### config.mk
export PLATFORM = sky130hd
export DESIGN_NAME = dtsf_snoop_filter
export DESIGN_NICKNAME = d
export VERILOG_FILES = /design/src/rtl/dtsf_pkg.sv /design/src/rtl/dtsf_tag_array.sv /design/src/rtl/dtsf_victim_buf.sv /design/src/rtl/dtsf_snoop_filter.sv
export SDC_FILE = /design/constraint.sdc
export NUM_CORES = 2
export LEC_CHECK = 0
export ABC_CLOCK_PERIOD_IN_PS = 3530
export BUFFER_PORTS_ARGS = -buffer_cell sky130_fd_sc_hd__buf_2
export CORE_MARGIN = 5
export CORE_UTILIZATION = 55
export DETAILED_ROUTE_END_ITERATION = 8
export GPL_TIMING_DRIVEN = 0
export PLACE_DENSITY = 0.74
export SYNTH_ARGS = -nofsm -noshare
export SYNTH_HDL_FRONTEND = slang
export SYNTH_HIERARCHICAL = 1
export SYNTH_SLANG_ARGS = --single-unit
### constraint.sdc
create_clock -name clk_i -period 3.53 [get_ports clk_i]
set_input_delay 0.353 -clock clk_i [delete_from_list [all_inputs] [get_ports clk_i]]
set_output_delay 0.353 -clock clk_i [all_outputs]
set_load 0.05 [all_outputs]
### src/rtl/dtsf_pkg.sv
package dtsf_pkg;
  typedef enum logic [1:0] {
    ST_I = 2'd0,
    ST_S = 2'd1,
    ST_O = 2'd2
  } dstate_e;
endpackage

### src/rtl/dtsf_tag_array.sv
module dtsf_tag_array
  import dtsf_pkg::*;
#(
  parameter int IDX_W = 6,
  parameter int TAG_W = 20
) (
  input  logic             clk_i,
  input  logic             rst_ni,
  input  logic [IDX_W-1:0] lk_idx_i,
  output logic [TAG_W-1:0] lk_tag_o,
  output dstate_e          lk_st_o,
  input  logic [IDX_W-1:0] vic_idx_i,
  output logic [TAG_W-1:0] vic_tag_o,
  output dstate_e          vic_st_o,
  input  logic             wr_en_i,
  input  logic [IDX_W-1:0] wr_idx_i,
  input  logic [TAG_W-1:0] wr_tag_i,
  input  dstate_e          wr_st_i,
  input  logic             inv_en_i,
  input  logic [IDX_W-1:0] inv_idx_i
);
  localparam int DEPTH = 1 << IDX_W;

  logic [TAG_W-1:0] tag_q [DEPTH];
  dstate_e          st_q  [DEPTH];

  always_ff @(posedge clk_i) begin
    if (wr_en_i) tag_q[wr_idx_i] <= wr_tag_i;
  end

  // fill write wins over a same-cycle invalidate
  always_ff @(posedge clk_i or negedge rst_ni) begin
    if (!rst_ni) begin
      for (int i = 0; i < DEPTH; i++) st_q[i] <= ST_I;
    end else begin
      if (inv_en_i) st_q[inv_idx_i] <= ST_I;
      if (wr_en_i)  st_q[wr_idx_i]  <= wr_st_i;
    end
  end

  assign lk_tag_o  = tag_q[lk_idx_i];
  assign lk_st_o   = st_q[lk_idx_i];
  assign vic_tag_o = tag_q[vic_idx_i];
  assign vic_st_o  = st_q[vic_idx_i];
endmodule

### src/rtl/dtsf_victim_buf.sv
module dtsf_victim_buf
  import dtsf_pkg::*;
#(
  parameter int ADDR_W  = 26,
  parameter int IDX_W   = 6,
  parameter int ENTRIES = 4
) (
  input  logic              clk_i,
  input  logic              rst_ni,
  input  logic              alloc_en_i,
  input  logic [ADDR_W-1:0] alloc_addr_i,
  input  dstate_e           alloc_st_i,
  output logic              full_o,
  input  logic              rd_done_i,
  input  logic [IDX_W-1:0]  rd_idx_i,
  input  logic              wb_done_i,
  input  logic [IDX_W-1:0]  wb_idx_i,
  input  logic [ADDR_W-1:0] lk_addr_i,
  output logic              lk_hit_o,
  output dstate_e           lk_st_o,
  input  logic              kill_en_i,
  input  logic [IDX_W-1:0]  busy_idx_i,
  output logic              busy_o
);
  logic              v_q    [ENTRIES];
  logic              r_q    [ENTRIES];
  logic              w_q    [ENTRIES];
  logic [ADDR_W-1:0] addr_q [ENTRIES];
  dstate_e           st_q   [ENTRIES];

  logic [ENTRIES-1:0] vld, free, alloc_sel, hit_vec, lk_sel, busy_vec;

  always_comb begin
    for (int e = 0; e < ENTRIES; e++) vld[e] = v_q[e];
  end

  assign free      = ~vld;
  assign alloc_sel = free & (~free + ENTRIES'(1));
  assign lk_sel    = hit_vec & (~hit_vec + ENTRIES'(1));

  for (genvar e = 0; e < ENTRIES; e++) begin : g_ent
    logic rd_clr, wb_clr;
    assign rd_clr      = rd_done_i && (addr_q[e][IDX_W-1:0] == rd_idx_i);
    assign wb_clr      = wb_done_i && (addr_q[e][IDX_W-1:0] == wb_idx_i);
    assign hit_vec[e]  = v_q[e] && (st_q[e] != ST_I) && (addr_q[e] == lk_addr_i);
    assign busy_vec[e] = v_q[e] && (addr_q[e][IDX_W-1:0] == busy_idx_i);

    always_ff @(posedge clk_i or negedge rst_ni) begin
      if (!rst_ni) begin
        v_q[e]    <= 1'b0;
        r_q[e]    <= 1'b0;
        w_q[e]    <= 1'b0;
        addr_q[e] <= '0;
        st_q[e]   <= ST_I;
      end else if (alloc_en_i && alloc_sel[e]) begin
        v_q[e]    <= 1'b1;
        r_q[e]    <= 1'b1;
        w_q[e]    <= 1'b1;
        addr_q[e] <= alloc_addr_i;
        st_q[e]   <= alloc_st_i;
      end else if (v_q[e]) begin
        r_q[e] <= r_q[e] && !rd_clr;
        w_q[e] <= w_q[e] && !wb_clr;
        // release only when both halves are done
        if ((!r_q[e] || rd_clr) && (!w_q[e] || wb_clr)) v_q[e] <= 1'b0;
        if (kill_en_i && lk_sel[e]) st_q[e] <= ST_I;
      end
    end
  end

  always_comb begin
    lk_st_o = ST_I;
    for (int e = 0; e < ENTRIES; e++) begin
      if (lk_sel[e]) lk_st_o = st_q[e];
    end
  end

  assign lk_hit_o = |hit_vec;
  assign full_o   = &vld;
  assign busy_o   = |busy_vec;
endmodule

### src/rtl/dtsf_snoop_filter.sv
module dtsf_snoop_filter
  import dtsf_pkg::*;
#(
  parameter int IDX_W            = 6,
  parameter int TAG_W            = 20,
  parameter int WB_N             = 4,
  parameter bit STALL_ON_PENDING = 1'b0
) (
  input  logic                   clk_i,
  input  logic                   rst_ni,
  input  logic                   req_valid_i,
  output logic                   req_ready_o,
  input  logic [IDX_W+TAG_W-1:0] req_addr_i,
  input  logic                   req_excl_i,
  input  logic                   req_dirty_i,
  input  logic                   rd_done_i,
  input  logic [IDX_W-1:0]       rd_done_idx_i,
  input  logic                   wb_done_i,
  input  logic [IDX_W-1:0]       wb_done_idx_i,
  input  logic                   snp_valid_i,
  output logic                   snp_ready_o,
  input  logic [IDX_W+TAG_W-1:0] snp_addr_i,
  input  logic                   snp_excl_i,
  output logic                   snp_rsp_valid_o,
  output logic                   snp_hit_o,
  output logic [1:0]             snp_state_o,
  output logic                   snp_from_tb_o,
  output logic                   inv_valid_o,
  output logic [IDX_W+TAG_W-1:0] inv_addr_o
);
  localparam int ADDR_W = IDX_W + TAG_W;

  logic [IDX_W-1:0] req_idx, snp_idx;
  logic [TAG_W-1:0] req_tag, snp_tag, dt_tag, vic_tag;
  dstate_e          dt_st, vic_st, tb_st, hit_st, st_q;
  logic             tb_full, tb_raw_hit, tb_busy, tb_hit, dt_hit;
  logic             req_fire, snp_fire, snp_hit;

  assign req_idx = req_addr_i[IDX_W-1:0];
  assign req_tag = req_addr_i[ADDR_W-1:IDX_W];
  assign snp_idx = snp_addr_i[IDX_W-1:0];
  assign snp_tag = snp_addr_i[ADDR_W-1:IDX_W];

  assign req_ready_o = !(req_dirty_i && tb_full);
  assign req_fire    = req_valid_i && req_ready_o;
  // stall mode: hold snoops to a pending index instead of searching the buffer
  assign snp_ready_o = !(STALL_ON_PENDING && tb_busy);
  assign snp_fire    = snp_valid_i && snp_ready_o;

  dtsf_tag_array #(.IDX_W(IDX_W), .TAG_W(TAG_W)) i_tag_array (
    .clk_i     (clk_i),
    .rst_ni    (rst_ni),
    .lk_idx_i  (snp_idx),
    .lk_tag_o  (dt_tag),
    .lk_st_o   (dt_st),
    .vic_idx_i (req_idx),
    .vic_tag_o (vic_tag),
    .vic_st_o  (vic_st),
    .wr_en_i   (req_fire),
    .wr_idx_i  (req_idx),
    .wr_tag_i  (req_tag),
    .wr_st_i   (req_excl_i ? ST_O : ST_S),
    .inv_en_i  (snp_fire && snp_excl_i && dt_hit),
    .inv_idx_i (snp_idx)
  );

  dtsf_victim_buf #(.ADDR_W(ADDR_W), .IDX_W(IDX_W), .ENTRIES(WB_N)) i_victim_buf (
    .clk_i        (clk_i),
    .rst_ni       (rst_ni),
    .alloc_en_i   (req_fire && req_dirty_i),
    .alloc_addr_i ({vic_tag, req_idx}),
    .alloc_st_i   (vic_st),
    .full_o       (tb_full),
    .rd_done_i    (rd_done_i),
    .rd_idx_i     (rd_done_idx_i),
    .wb_done_i    (wb_done_i),
    .wb_idx_i     (wb_done_idx_i),
    .lk_addr_i    (snp_addr_i),
    .lk_hit_o     (tb_raw_hit),
    .lk_st_o      (tb_st),
    .kill_en_i    (snp_fire && snp_excl_i && tb_hit),
    .busy_idx_i   (snp_idx),
    .busy_o       (tb_busy)
  );

  assign tb_hit  = tb_raw_hit && !STALL_ON_PENDING;
  assign dt_hit  = (dt_st != ST_I) && (dt_tag == snp_tag);
  assign snp_hit = tb_hit || dt_hit;
  assign hit_st  = tb_hit ? tb_st : (dt_hit ? dt_st : ST_I);

  always_ff @(posedge clk_i or negedge rst_ni) begin
    if (!rst_ni) begin
      snp_rsp_valid_o <= 1'b0;
      snp_hit_o       <= 1'b0;
      st_q            <= ST_I;
      snp_from_tb_o   <= 1'b0;
      inv_valid_o     <= 1'b0;
      inv_addr_o      <= '0;
    end else begin
      snp_rsp_valid_o <= snp_fire;
      snp_hit_o       <= snp_fire && snp_hit;
      st_q            <= snp_fire ? hit_st : ST_I;
      snp_from_tb_o   <= snp_fire && tb_hit;
      inv_valid_o     <= snp_fire && snp_excl_i && snp_hit;
      if (snp_fire) inv_addr_o <= snp_addr_i;
    end
  end

  assign snp_state_o = st_q;
endmodule

==> results.ini <==
[timing]
setup_viol=682
setup_tns_ns=-146.78
finalCritPeriodShare_pct=122
drv_slew=320
finalCriticalPeriod_ns=4.32
whs_ns=0.0486
fmax_ghz=0.232
setup_slack_ns=-0.789
worst_slew_pin_slew_ns=1.62
rsz0062_at_grt=true
final_hold_viol_count=0
fin_skew_ns=0.0340
slew_headroom_pct=-8.05

[floorplan]
core_area_um2=133000
start_util_pct=55.3
die_area_um2=142000
die_height_um=376
die_w_um=376
ioPinCount=107
fp-row-count=134

[global_route]
grtUsageTotal_pct=41.2
grt_first_pass_wirelength_um=395000
grt_pass1_vias=48166
overflow=0
grt_start_max_net_pins=110
antenna_found_initial=18

[placed_design]
routabilityCongestion=1.09
dp_slack_ns=-3.64
numPortBuffers=99
dp.cells=6099
hpwl_um=197000

[finish]
fin_cells=6576
nets=4742
final_common_cell=edfxtp_1
layout_common_cells=edfxtp_1 (1,280), mux4_2 (699), dfrtp_1 (284)
drive_above_1_share_pct=38.0
syn2layout_area_growth_pct=17.2

[routing]
via_per_inst=7.77
vias=51076
drt-initial-drc-count=9825
finalWirelength_um=301000
first_pass_iters=6
drc=0
drt-wirelength-per-cell_um=45.7
antenna_left=0

[setup_path]
reg2reg_depth=14
critPathMaxFanout=10
ff2ff_setup_slack_ns=-0.65
timing.rr.end=i_tag_array/st_q[69]
critPathCapture=i_tag_array/st_q[69]
cp_data_required_time_ns=4.22
r2r-start=i_tag_array/tag_q[38][0]
end_kind=flip-flop
cp-startpoint=snp_addr_i[2]
start_kind=input pin
path_class=input pin to flip-flop
cp_data_arrival_time_ns=5.01

[worst_hold_path]
hold_path.class=input pin to flip-flop
hold_depth=2

[clock_network]
cts-root-buf=clkbuf_16
path_clk_slew_ns=0.06
cts_made_buffers=163
cts_tree=done
clk_latency_ns=0.82
clock_path_buffers=3
cts-htree-levels=4
cts.sinks=1564

[power]
p_leak_nw=28.9
powerDensity_nw_per_um2=533
ir_drop_mv=0.326

[yosys]
synth_cells=4211
synth_warnings=6
syn_avg_cell_area_um2=17.5
syn_area_um2=73800
syn-num-nets=4284

[job]
drv_cap=7

[outcome]
status=finished with violations
violations=capacitance limit, slew limit, setup timing

[routing by layer]
metal	up-vias	track usage [%]	part of all wire [%]
li1	18505	-	-
met1	25866	50.9	31
met2	5399	56.5	41
met3	1292	21.3	19
met4	14	27.3	9.3
met5	-	0.377	0.045
[critical path, cell delays in order]
cell	delay [ns]
clkbuf_4	0.19
buf_8	0.19
buf_4	0.37
buf_4	0.39
mux4_2	0.28
o22ai_1	0.20
nor4_1	0.57
nand2_1	0.27
o41ai_4	0.17
o21ai_0	0.25
nor3_2	0.26
nand4_4	0.15
nor2_4	0.21
nor2b_4	0.21
buf_6	0.11
nand3_4	0.24
nor2_2	0.20
nor2_2	0.08
a22o_1	0.24
[state kept, by name (all words and copies together) (netlist names)]
signal               count
snp_rsp_valid_o          1
i_victim_buf/v_q         4
i_victim_buf/r_q         4
snp_state_o              2
i_tag_array/tag_q     1280
inv_valid_o              1
i_victim_buf/st_q        8
snp_hit_o                1
i_tag_array/st_q       128
snp_from_tb_o            1
i_victim_buf/addr_q    104
i_victim_buf/w_q         4
inv_addr_o              26
[power by group]
group	switching, mW	total [mW]	internal (mW)
Sequential	0.688	21.7	21.0
Clock	7.36	16.9	9.58
Combinational	4.69	7.49	2.81
Total	12.7	46.1	33.4
[area by class of cell]
class	count	area [µm²]
multi-input combinational	2353	28800
tap	1768	2210
timing repair buffer	254	2430
inverter	10	37.5
antenna	13	32.5
clock inverter	78	669
clock buffer	213	4480
buffer	323	2350
fill	9004	46900
sequential	1564	45500
[metrics by stage]
stage | power, mW | area (µm²) | utilization [%]
after floorplan | 25.9 | 73900 | -
after global placement | 28.5 | 76600 | 57.4
after detailed placement | 28.8 | 77500 | 58.1
after CTS | 45.6 | 84700 | 63.5
after global routing | 47.2 | 86500 | 64.8
final | 46.1 | 86500 | 64.8
[how the worst min path moves through the flow]
stage	start	end	slack [ns]
final	snp_addr_i[16]	inv_addr_o[16]	0.05
after global routing	req_addr_i[22]	i_tag_array/tag_q[59][16]	0.03
after CTS	snp_addr_i[3]	inv_addr_o[3]	0.005
after detailed placement	rst_ni	snp_rsp_valid_o	0.46
after global placement	i_victim_buf/r_q[2]	i_victim_buf/r_q[2]	0.46
after floorplan	rst_ni	i_tag_array/st_q[0]	0.06
[timing repair]
item / CTS / global route
hold buffers: 31 / 0
buffers inserted: 39 / 63
hold endpoints to repair: 151 / 0
resized for setup: 370 / 208
setup endpoints to repair: 1363 / 1233
cloned: 11 / 31
pin swaps: 65 / 96
(Power assumes the default switching activity.)
